--- src/rtl/mbx_pkg.sv ---
package mbx_pkg;
  localparam int unsigned OBJ_LEN_W = 18;

  localparam logic [7:0] A_CTRL = 8'h08;
  localparam logic [7:0] A_STAT = 8'h0C;
  localparam logic [7:0] A_WDAT = 8'h10;
  localparam logic [7:0] A_RDAT = 8'h14;

  localparam logic [2:0] RC_OK    = 3'd0;
  localparam logic [2:0] RC_BUSY  = 3'd1;
  localparam logic [2:0] RC_IO    = 3'd2;
  localparam logic [2:0] RC_TMO   = 3'd3;
  localparam logic [2:0] RC_INVAL = 3'd4;

  typedef enum logic [3:0] {
    S_IDLE, S_CHK, S_RETRY, S_WR, S_GO, S_POLL, S_PWAIT,
    S_RD, S_POP, S_ABT_WR, S_ABT_POLL, S_ABT_WAIT
  } mbx_state_e;
endpackage

--- src/rtl/mbx_timer.sv ---
module mbx_timer #(
  parameter int unsigned CNT_W = 8
) (
  input  logic             clk_i,
  input  logic             rst_ni,
  input  logic             load_i,
  input  logic [CNT_W-1:0] val_i,
  output logic             expired_o
);
  logic [CNT_W-1:0] cnt_q;

  always_ff @(posedge clk_i or negedge rst_ni) begin
    if (!rst_ni)             cnt_q <= '0;
    else if (load_i)         cnt_q <= val_i;
    else if (cnt_q != '0)    cnt_q <= cnt_q - 1'b1;
  end

  assign expired_o = (cnt_q == '0);
endmodule

--- src/rtl/mbx_reg_port.sv ---
module mbx_reg_port (
  input  logic        clk_i,
  input  logic        rst_ni,
  input  logic        start_i,
  input  logic        we_i,
  input  logic [7:0]  addr_i,
  input  logic [31:0] wdata_i,
  output logic        done_o,
  output logic [31:0] rdata_o,
  output logic        reg_req_o,
  output logic        reg_we_o,
  output logic [7:0]  reg_addr_o,
  output logic [31:0] reg_wdata_o,
  input  logic        reg_ack_i,
  input  logic [31:0] reg_rdata_i
);
  logic        req_q, we_q;
  logic [7:0]  addr_q;
  logic [31:0] wdata_q;

  always_ff @(posedge clk_i or negedge rst_ni) begin
    if (!rst_ni) begin
      req_q <= 1'b0; we_q <= 1'b0; addr_q <= '0; wdata_q <= '0;
    end else if (!req_q && start_i) begin
      req_q <= 1'b1; we_q <= we_i; addr_q <= addr_i; wdata_q <= wdata_i;
    end else if (req_q && reg_ack_i) begin
      req_q <= 1'b0;
    end
  end

  assign done_o      = req_q & reg_ack_i;
  assign rdata_o     = reg_rdata_i;
  assign reg_req_o   = req_q;
  assign reg_we_o    = we_q;
  assign reg_addr_o  = addr_q;
  assign reg_wdata_o = wdata_q;

  assert_req_hold_R13: assert property (@(posedge clk_i) disable iff (!rst_ni)
    reg_req_o && !reg_ack_i |=> reg_req_o && $stable(reg_addr_o) && $stable(reg_we_o)
                                && $stable(reg_wdata_o));
endmodule

--- src/rtl/mbx_req_ctrl.sv ---
module mbx_req_ctrl
  import mbx_pkg::*;
#(
  parameter int unsigned TMO_CYC   = 250_000_000,
  parameter int unsigned POLL_CYC  = 2_500,
  parameter int unsigned RETRY_CYC = 25_000_000,
  parameter int unsigned RETRY_MAX = 10,
  parameter int unsigned BUF_W     = 8
) (
  input  logic                 clk_i,
  input  logic                 rst_ni,
  input  logic                 cmd_valid_i,
  output logic                 cmd_ready_o,
  input  logic [15:0]          cmd_vid_i,
  input  logic [7:0]           cmd_type_i,
  input  logic [OBJ_LEN_W+1:0] cmd_bytes_i,
  input  logic [BUF_W-1:0]     cmd_rsp_max_i,
  input  logic                 abort_i,
  output logic                 abort_done_o,
  output logic [OBJ_LEN_W-1:0] pl_idx_o,
  input  logic [31:0]          pl_data_i,
  output logic                 rsp_valid_o,
  output logic [OBJ_LEN_W-1:0] rsp_idx_o,
  output logic [31:0]          rsp_data_o,
  output logic                 done_o,
  output logic [2:0]           done_code_o,
  output logic [OBJ_LEN_W+1:0] done_len_o,
  output logic                 dead_o,
  output logic                 reg_req_o,
  output logic                 reg_we_o,
  output logic [7:0]           reg_addr_o,
  output logic [31:0]          reg_wdata_o,
  input  logic                 reg_ack_i,
  input  logic [31:0]          reg_rdata_i
);
  localparam int unsigned TMAX0 = (TMO_CYC > POLL_CYC) ? TMO_CYC : POLL_CYC;
  localparam int unsigned TMAX  = (TMAX0 > RETRY_CYC) ? TMAX0 : RETRY_CYC;
  localparam int unsigned CNT_W = $clog2(TMAX + 1);
  localparam int unsigned RC_W  = $clog2(RETRY_MAX + 1);
  localparam logic [OBJ_LEN_W-1:0] TWO = OBJ_LEN_W'(2);

  mbx_state_e st_q;
  logic [15:0]          vid_q;
  logic [7:0]           type_q;
  logic [OBJ_LEN_W-1:0] pl_dw_q, wr_idx_q, rd_idx_q, rd_tot_q;
  logic [BUF_W-1:0]     rsp_max_q;
  logic [RC_W-1:0]      retry_q;
  logic                 abt_err_q, dead_q;
  logic                 done_q, abort_done_q, rsp_valid_q;
  logic [2:0]           code_q;
  logic [OBJ_LEN_W+1:0] len_q;
  logic [OBJ_LEN_W-1:0] rsp_idx_q;
  logic [31:0]          rsp_data_q;

  logic        acc_start, acc_we, acc_done;
  logic [7:0]  acc_addr;
  logic [31:0] acc_wdata, acc_rdata;
  logic        gap_ld, gap_exp, tmo_ld, tmo_exp;
  logic        take_abort;
  logic        s_busy, s_err, s_rdy;

  assign s_busy = acc_rdata[0];
  assign s_err  = acc_rdata[2];
  assign s_rdy  = acc_rdata[31];

  assign take_abort  = (st_q == S_IDLE) && abort_i && !dead_q;
  assign cmd_ready_o = (st_q == S_IDLE) && !take_abort;
  assign pl_idx_o    = wr_idx_q - TWO;

  always_comb begin
    acc_start = 1'b1;
    acc_we    = 1'b0;
    acc_addr  = A_STAT;
    acc_wdata = '0;
    unique case (st_q)
      S_CHK, S_POLL, S_ABT_POLL: ;
      S_WR: begin
        acc_we   = 1'b1;
        acc_addr = A_WDAT;
        if (wr_idx_q == '0)      acc_wdata = {8'h00, type_q, vid_q};
        else if (wr_idx_q == 1)  acc_wdata = 32'(pl_dw_q + TWO);
        else                     acc_wdata = pl_data_i;
      end
      S_GO:     begin acc_we = 1'b1; acc_addr = A_CTRL; acc_wdata = 32'h8000_0000; end
      S_RD:     acc_addr = A_RDAT;
      S_POP:    begin acc_we = 1'b1; acc_addr = A_RDAT; end
      S_ABT_WR: begin acc_we = 1'b1; acc_addr = A_CTRL; acc_wdata = 32'h0000_0001; end
      default:  acc_start = 1'b0;
    endcase
  end

  // reload the gap on every status read; unused unless a wait state follows
  assign gap_ld = acc_done && (st_q == S_CHK || st_q == S_POLL || st_q == S_ABT_POLL);
  assign tmo_ld = acc_done && (st_q == S_GO || st_q == S_ABT_WR);

  mbx_reg_port u_port (
    .clk_i, .rst_ni,
    .start_i(acc_start), .we_i(acc_we), .addr_i(acc_addr), .wdata_i(acc_wdata),
    .done_o(acc_done), .rdata_o(acc_rdata),
    .reg_req_o, .reg_we_o, .reg_addr_o, .reg_wdata_o, .reg_ack_i, .reg_rdata_i
  );

  mbx_timer #(.CNT_W(CNT_W)) u_gap (
    .clk_i, .rst_ni, .load_i(gap_ld),
    .val_i((st_q == S_CHK) ? CNT_W'(RETRY_CYC) : CNT_W'(POLL_CYC)),
    .expired_o(gap_exp)
  );

  mbx_timer #(.CNT_W(CNT_W)) u_tmo (
    .clk_i, .rst_ni, .load_i(tmo_ld), .val_i(CNT_W'(TMO_CYC)), .expired_o(tmo_exp)
  );

  always_ff @(posedge clk_i or negedge rst_ni) begin
    if (!rst_ni) begin
      st_q <= S_IDLE; vid_q <= '0; type_q <= '0; pl_dw_q <= '0; rsp_max_q <= '0;
      wr_idx_q <= '0; rd_idx_q <= '0; rd_tot_q <= '0; retry_q <= '0;
      abt_err_q <= 1'b0; dead_q <= 1'b0; done_q <= 1'b0; abort_done_q <= 1'b0;
      rsp_valid_q <= 1'b0; code_q <= RC_OK; len_q <= '0; rsp_idx_q <= '0; rsp_data_q <= '0;
    end else begin
      done_q       <= 1'b0;
      abort_done_q <= 1'b0;
      rsp_valid_q  <= 1'b0;
      unique case (st_q)
        S_IDLE: begin
          if (take_abort) begin
            abt_err_q <= 1'b0;
            st_q      <= S_ABT_WR;
          end else if (cmd_valid_i) begin
            vid_q     <= cmd_vid_i;
            type_q    <= cmd_type_i;
            pl_dw_q   <= cmd_bytes_i[OBJ_LEN_W+1:2];
            rsp_max_q <= cmd_rsp_max_i;
            len_q     <= '0;
            if (cmd_bytes_i[1:0] != 2'b00) begin
              done_q <= 1'b1; code_q <= RC_INVAL;
            end else if (dead_q) begin
              done_q <= 1'b1; code_q <= RC_IO;
            end else begin
              retry_q <= '0;
              st_q    <= S_CHK;
            end
          end
        end
        S_CHK: if (acc_done) begin
          if (s_err) begin
            done_q <= 1'b1; code_q <= RC_IO; abt_err_q <= 1'b1; st_q <= S_ABT_WR;
          end else if (s_busy) begin
            if (retry_q == RC_W'(RETRY_MAX - 1)) begin
              done_q <= 1'b1; code_q <= RC_BUSY; retry_q <= '0; st_q <= S_IDLE;
            end else begin
              retry_q <= retry_q + 1'b1;
              st_q    <= S_RETRY;
            end
          end else begin
            wr_idx_q <= '0;
            st_q     <= S_WR;
          end
        end
        S_RETRY: if (gap_exp) st_q <= S_CHK;
        S_WR: if (acc_done) begin
          if (wr_idx_q == pl_dw_q + 1'b1) st_q <= S_GO;
          else                            wr_idx_q <= wr_idx_q + 1'b1;
        end
        S_GO: if (acc_done) st_q <= S_POLL;
        S_POLL: if (acc_done) begin
          if (s_err) begin
            done_q <= 1'b1; code_q <= RC_IO; abt_err_q <= 1'b1; st_q <= S_ABT_WR;
          end else if (s_rdy) begin
            rd_idx_q <= '0; rd_tot_q <= TWO; st_q <= S_RD;
          end else if (tmo_exp) begin
            done_q <= 1'b1; code_q <= RC_TMO; abt_err_q <= 1'b1; st_q <= S_ABT_WR;
          end else begin
            st_q <= S_PWAIT;
          end
        end
        S_PWAIT: if (gap_exp) st_q <= S_POLL;
        S_RD: if (acc_done) begin
          if (rd_idx_q == 1)
            rd_tot_q <= (acc_rdata[OBJ_LEN_W-1:0] < TWO) ? TWO : acc_rdata[OBJ_LEN_W-1:0];
          if (rd_idx_q >= TWO && (rd_idx_q - TWO) < OBJ_LEN_W'(rsp_max_q)) begin
            rsp_valid_q <= 1'b1;
            rsp_idx_q   <= rd_idx_q - TWO;
            rsp_data_q  <= acc_rdata;
          end
          st_q <= S_POP;
        end
        S_POP: if (acc_done) begin
          if (rd_idx_q + 1'b1 == rd_tot_q) begin
            done_q <= 1'b1; code_q <= RC_OK; len_q <= {rd_tot_q - TWO, 2'b00}; st_q <= S_IDLE;
          end else begin
            rd_idx_q <= rd_idx_q + 1'b1;
            st_q     <= S_RD;
          end
        end
        S_ABT_WR: if (acc_done) st_q <= S_ABT_POLL;
        S_ABT_POLL: if (acc_done) begin
          if (!s_err && !s_busy) begin
            abort_done_q <= !abt_err_q;
            st_q         <= S_IDLE;
          end else if (tmo_exp) begin
            dead_q       <= 1'b1;
            abort_done_q <= !abt_err_q;
            st_q         <= S_IDLE;
          end else begin
            st_q <= S_ABT_WAIT;
          end
        end
        S_ABT_WAIT: if (gap_exp) st_q <= S_ABT_POLL;
        default: st_q <= S_IDLE;
      endcase
    end
  end

  assign abort_done_o = abort_done_q;
  assign rsp_valid_o  = rsp_valid_q;
  assign rsp_idx_o    = rsp_idx_q;
  assign rsp_data_o   = rsp_data_q;
  assign done_o       = done_q;
  assign done_code_o  = code_q;
  assign done_len_o   = len_q;
  assign dead_o       = dead_q;

  assert_idle_quiet_R2: assert property (@(posedge clk_i) disable iff (!rst_ni)
    st_q == S_IDLE |-> !reg_req_o);
  assert_accept_moves_R1: assert property (@(posedge clk_i) disable iff (!rst_ni)
    cmd_valid_i && cmd_ready_o |=> (st_q != S_IDLE) || done_o);
  assert_retry_bound_R4: assert property (@(posedge clk_i) disable iff (!rst_ni)
    retry_q < RC_W'(RETRY_MAX));
  assert_rsp_in_buf_R7: assert property (@(posedge clk_i) disable iff (!rst_ni)
    rsp_valid_o |-> rsp_idx_o < OBJ_LEN_W'(rsp_max_q));
  assert_abort_done_idle_R10: assert property (@(posedge clk_i) disable iff (!rst_ni)
    abort_done_o |-> st_q == S_IDLE && !done_o);
  assert_dead_sticky_R11: assert property (@(posedge clk_i) disable iff (!rst_ni)
    dead_o |=> dead_o);
endmodule

--- config.mk ---
export PLATFORM = sky130hd
export DESIGN_NAME = mbx_req_ctrl
export DESIGN_NICKNAME = d
export VERILOG_FILES = /design/src/rtl/mbx_pkg.sv /design/src/rtl/mbx_timer.sv /design/src/rtl/mbx_reg_port.sv /design/src/rtl/mbx_req_ctrl.sv
export SDC_FILE = /design/constraint.sdc
export NUM_CORES = 1
export LEC_CHECK = 0
export ABC_AREA = 1
export ABC_CLOCK_PERIOD_IN_PS = 2540
export BUFFER_PORTS_ARGS = -buffer_cell sky130_fd_sc_hd__buf_4
export CAP_MARGIN = 20
export CORE_ASPECT_RATIO = 0.5
export CORE_UTILIZATION = 52
export CTS_CLUSTER_DIAMETER = 80
export DETAILED_ROUTE_END_ITERATION = 16
export PLACE_DENSITY = 0.82
export SETUP_SLACK_MARGIN = 0.2
export SYNTH_ARGS = -nofsm -noshare
export SYNTH_HDL_FRONTEND = slang
export SYNTH_SLANG_ARGS = --single-unit
--- constraint.sdc ---
create_clock -name clk_i -period 2.54 [get_ports clk_i]
set_input_delay 0.127 -clock clk_i [delete_from_list [all_inputs] [get_ports clk_i]]
set_output_delay 0.127 -clock clk_i [all_outputs]
set_load 0.005 [all_outputs]
==> impl_metrics.json <==
{
  "numCtsBuffers": 27,
  "routed_wl_um": 56300,
  "grt_pass1_vias": 16283,
  "die_x_um": 251,
  "finalNetCount": 2731,
  "cts_tree": "done",
  "numPortBuffers": 251,
  "clk_path_buf_depth": 3,
  "grt.total_usage_pct": 32.8,
  "cts_root_buf": "clkbuf_16",
  "grt_pass1_wl_um": 84000,
  "syn_inst": 2124,
  "detail-route-antenna-nets": 0,
  "yosysUniqueCellTypes": 53,
  "rsz0062_at_grt": "true",
  "antenna_found_initial": 0,
  "dr.pass1.iters": 8,
  "synth-seq-cells": 281,
  "wl_met1_um": 21600,
  "cp-end-kind": "flip-flop",
  "tightest_slew_ns": 0.782,
  "setup_slack_ns": -0.120,
  "fin_tns_setup_ns": -5.89,
  "die_h_um": 126,
  "cp_cell_sequence": "inv_2, ha_4, nand2_4, nor2_4, buf_4, xor2_1, ha_1, a21oi_1, o221ai_2, nand3_4, buf_4, nand3_1, nand2_2",
  "fmax_mhz": 376,
  "dr_wl_met2_um": 27000,
  "status": "finished, violations left",
  "path_max_fanout": 24,
  "maxCapViolations": 0,
  "yosys_warnings": 0,
  "cp_slowest_stage_delay_ns": 0.40,
  "p_leak_uw": 0.0109,
  "violations": "setup timing",
  "total_power_uw": 9890,
  "core_mm2": 0.0304,
  "cp_slowest_cell": "dfrtp_1",
  "area_growth_syn_to_layout_pct": 39.2,
  "seq_area_frac_synth_pct": 43.7,
  "avgViaCountPerCell": 5.78,
  "clock_skew_ns": 0.0146,
  "cts_sinks": 281,
  "vias": 17360,
  "clk_pin_slew_ns": 0.07,
  "synth-edff-count": 0,
  "drv_slew": 0,
  "nFillCells": 2064,
  "ios": 259,
  "ir_drop_mv": 0.384,
  "drc": 0,
  "place_congestion": 0.948,
  "async_flop_share_pct": 100,
  "hpwl_um": 35600,
  "place_ws_ns": -0.176,
  "holdWs_ns": 0.0259,
  "cp_common_cell": "buf_4",
  "p_per_area_mw_per_mm2": 441,
  "diodes": 0,
  "overflow": 0,
  "avgSynthCellArea_um2": 7.58,
  "drive_above_1_share_pct": 26.8,
  "dpl.cell_count": 2796,
  "synthFlopType": "dfrtp_1",
  "htree_levels": 1,
  "setup_viol": 90,
  "initial_utilization_pct": 52.9,
  "top_layer_used": "met4",
  "grt_max_degree": 87,
  "clk_latency_ns": 0.55,
  "wire_per_inst_um": 18.7,
  "dr_wl_met3_um": 4700,
  "relSlewSlack_pct": 47.7,
  "min_period_over_period_pct": 105,
  "hold_viol": 0,
  "hold_class": "input pin to flip-flop",
  "startpoint_type": "flip-flop",
  "syn_area_mm2": 0.0161,
  "drt_iter0_markers": 2314,
  "final_cells": 3004,
  "crit_required_ns": 3.03,
  "crit_type": "flip-flop to flip-flop",
  "die_area_mm2": 0.0317,
  "crit_arrival_ns": 3.15,
  "rows": 45,
  "post-route-min-period_ns": 2.66
}
[cell families after synthesis]
kind of cell               synth area share (%)
xor gates and xnor gates                   4.52
AOI/OAI and AO/OA                          9.69
and+or+nand+nor                            29.8
buffers and inverters                      7.98
DFF                                        43.7
muxes                                      2.37
other                                    0.0233
adders and majority gates                  1.94
[per-layer routing]
layer	track usage, %	vias up
li1	-	7821
met1	41.7	8143
met2	56.4	1098
met3	5.34	298
met4	12.8	0
met5	0	-
[placed cells by master (no fill, tap or decap), types with 9 or more instances in the layout]
cell and instances:
nand2_4 13, o21ai_0 98, o211ai_1 14, inv_2 15
o21ai_1 30, xnor2_1 24, a31oi_1 10, nand3_2 11
nor4_1 13, nor2_4 17, ha_1 16, dfrtp_1 265
o21ai_2 9, nor2_1 218, buf_6 12, nand3_1 179
clkbuf_16 34, nand2_2 61, buf_4 359, inv_1 203
nor3_1 37, mux2_2 33, buf_12 15, nand4_1 30
a21oi_1 90, nor2_2 25, dlygate4sd3_1 111, dfrtp_2 16
nor3_2 11, xor2_1 51, nand2_1 467
[power breakdown]
group          switching, µW  internal (µW)
logic                    503            495
registers               78.2           4560
clock network           1890           2360
total                   2480           7410
[Yosys cell counts, drive strengths merged, types with 6 or more instances]
library cell / count / area, µm²
buf: 52 / 328
dfrtp: 281 / 7030
o21ai: 137 / 708
nand3: 196 / 986
a211oi: 6 / 45.0
xor2: 53 / 464
or2: 6 / 37.5
a21oi: 93 / 469
o31ai: 6 / 45.0
nand2: 547 / 2100
clkbuf: 31 / 116
nor2: 260 / 1040
nor4: 16 / 106
nand4: 30 / 188
mux2: 33 / 372
xnor2: 25 / 219
nor3: 52 / 287
inv: 220 / 826
a31oi: 10 / 62.6
o211ai: 14 / 105
ha: 25 / 313
[layout make-up]
class                   instances  area [µm²]  area share, %
repair inverters                1        5.00         0.0223
clock buffers                  33         728           3.25
multi-input cells            1543        8610           38.4
inverters                     224         850           3.79
clock inverters                16         175          0.782
repair buffers                507        4490           20.0
well taps                     399         499           2.23
flip-flops and latches        281        7050           31.5
[flip-flops by register name, indices dropped and copies added (netlist names), 16 cells and up]
name / count
done_len_o: 18
pl_dw_q: 18
rd_idx_q: 18
rd_tot_q: 18
rsp_data_o: 32
rsp_idx_o: 18
u_gap.cnt_q: 28
u_port.reg_wdata_o: 32
u_tmo.cnt_q: 28
vid_q: 16
wr_idx_q: 18
[what timing repair did]
action / in CTS / in global routing
setup endpoints to repair: 126 / 202
pin swaps: 11 / 39
gates cloned: 3 / 9
endpoints found under the hold margin: 345 / 0
buffers inserted: 8 / 28
resized for setup: 56 / 174
hold buffers: 111 / 0
[worst max-delay path, delay by kind of cell (launching register included)]
kind | cells | cell delay, ns
AOI/OAI and AO/OA | 2 | 0.36
xor gates and xnor gates | 1 | 0.25
adders and majority gates | 2 | 0.47
buffers and inverters | 3 | 0.53
DFF | 1 | 0.40
and+or+nand+nor | 5 | 0.60
[stage by stage]
step           cell area [µm²]  utilization (%)
4_1_cts                  21400             70.3
3_5_place_dp             19000             62.5
6_report                 22400             73.7
2_1_floorplan            16100                -
3_3_place_gp             19000             62.5
5_1_grt                  22400             73.7
[final timing paths]
check                                                  from                            endpoint  slack, ns  cells past startpoint
max                                 rd_idx_q[1]$_DFFE_PN0P_          rsp_data_o[13]$_DFFE_PN0P_      -0.12                     13
min                                           pl_data_i[17]  u_port.reg_wdata_o[17]$_DFFE_PN0P_       0.03                      5
max reg2reg                         rd_idx_q[1]$_DFFE_PN0P_          rsp_data_o[13]$_DFFE_PN0P_      -0.12                     13
min reg2reg                u_port.reg_addr_o[2]$_DFFE_PN0P_    u_port.reg_addr_o[2]$_DFFE_PN0P_       0.47                      2
max in group asynchronous                            rst_ni             rd_idx_q[7]$_DFFE_PN0P_       1.60                      3
min in group asynchronous                            rst_ni         u_tmo.cnt_q[27]$_DFFE_PN0P_       0.10                      2
No activity file was read; power rests on OpenSTA's default activity.
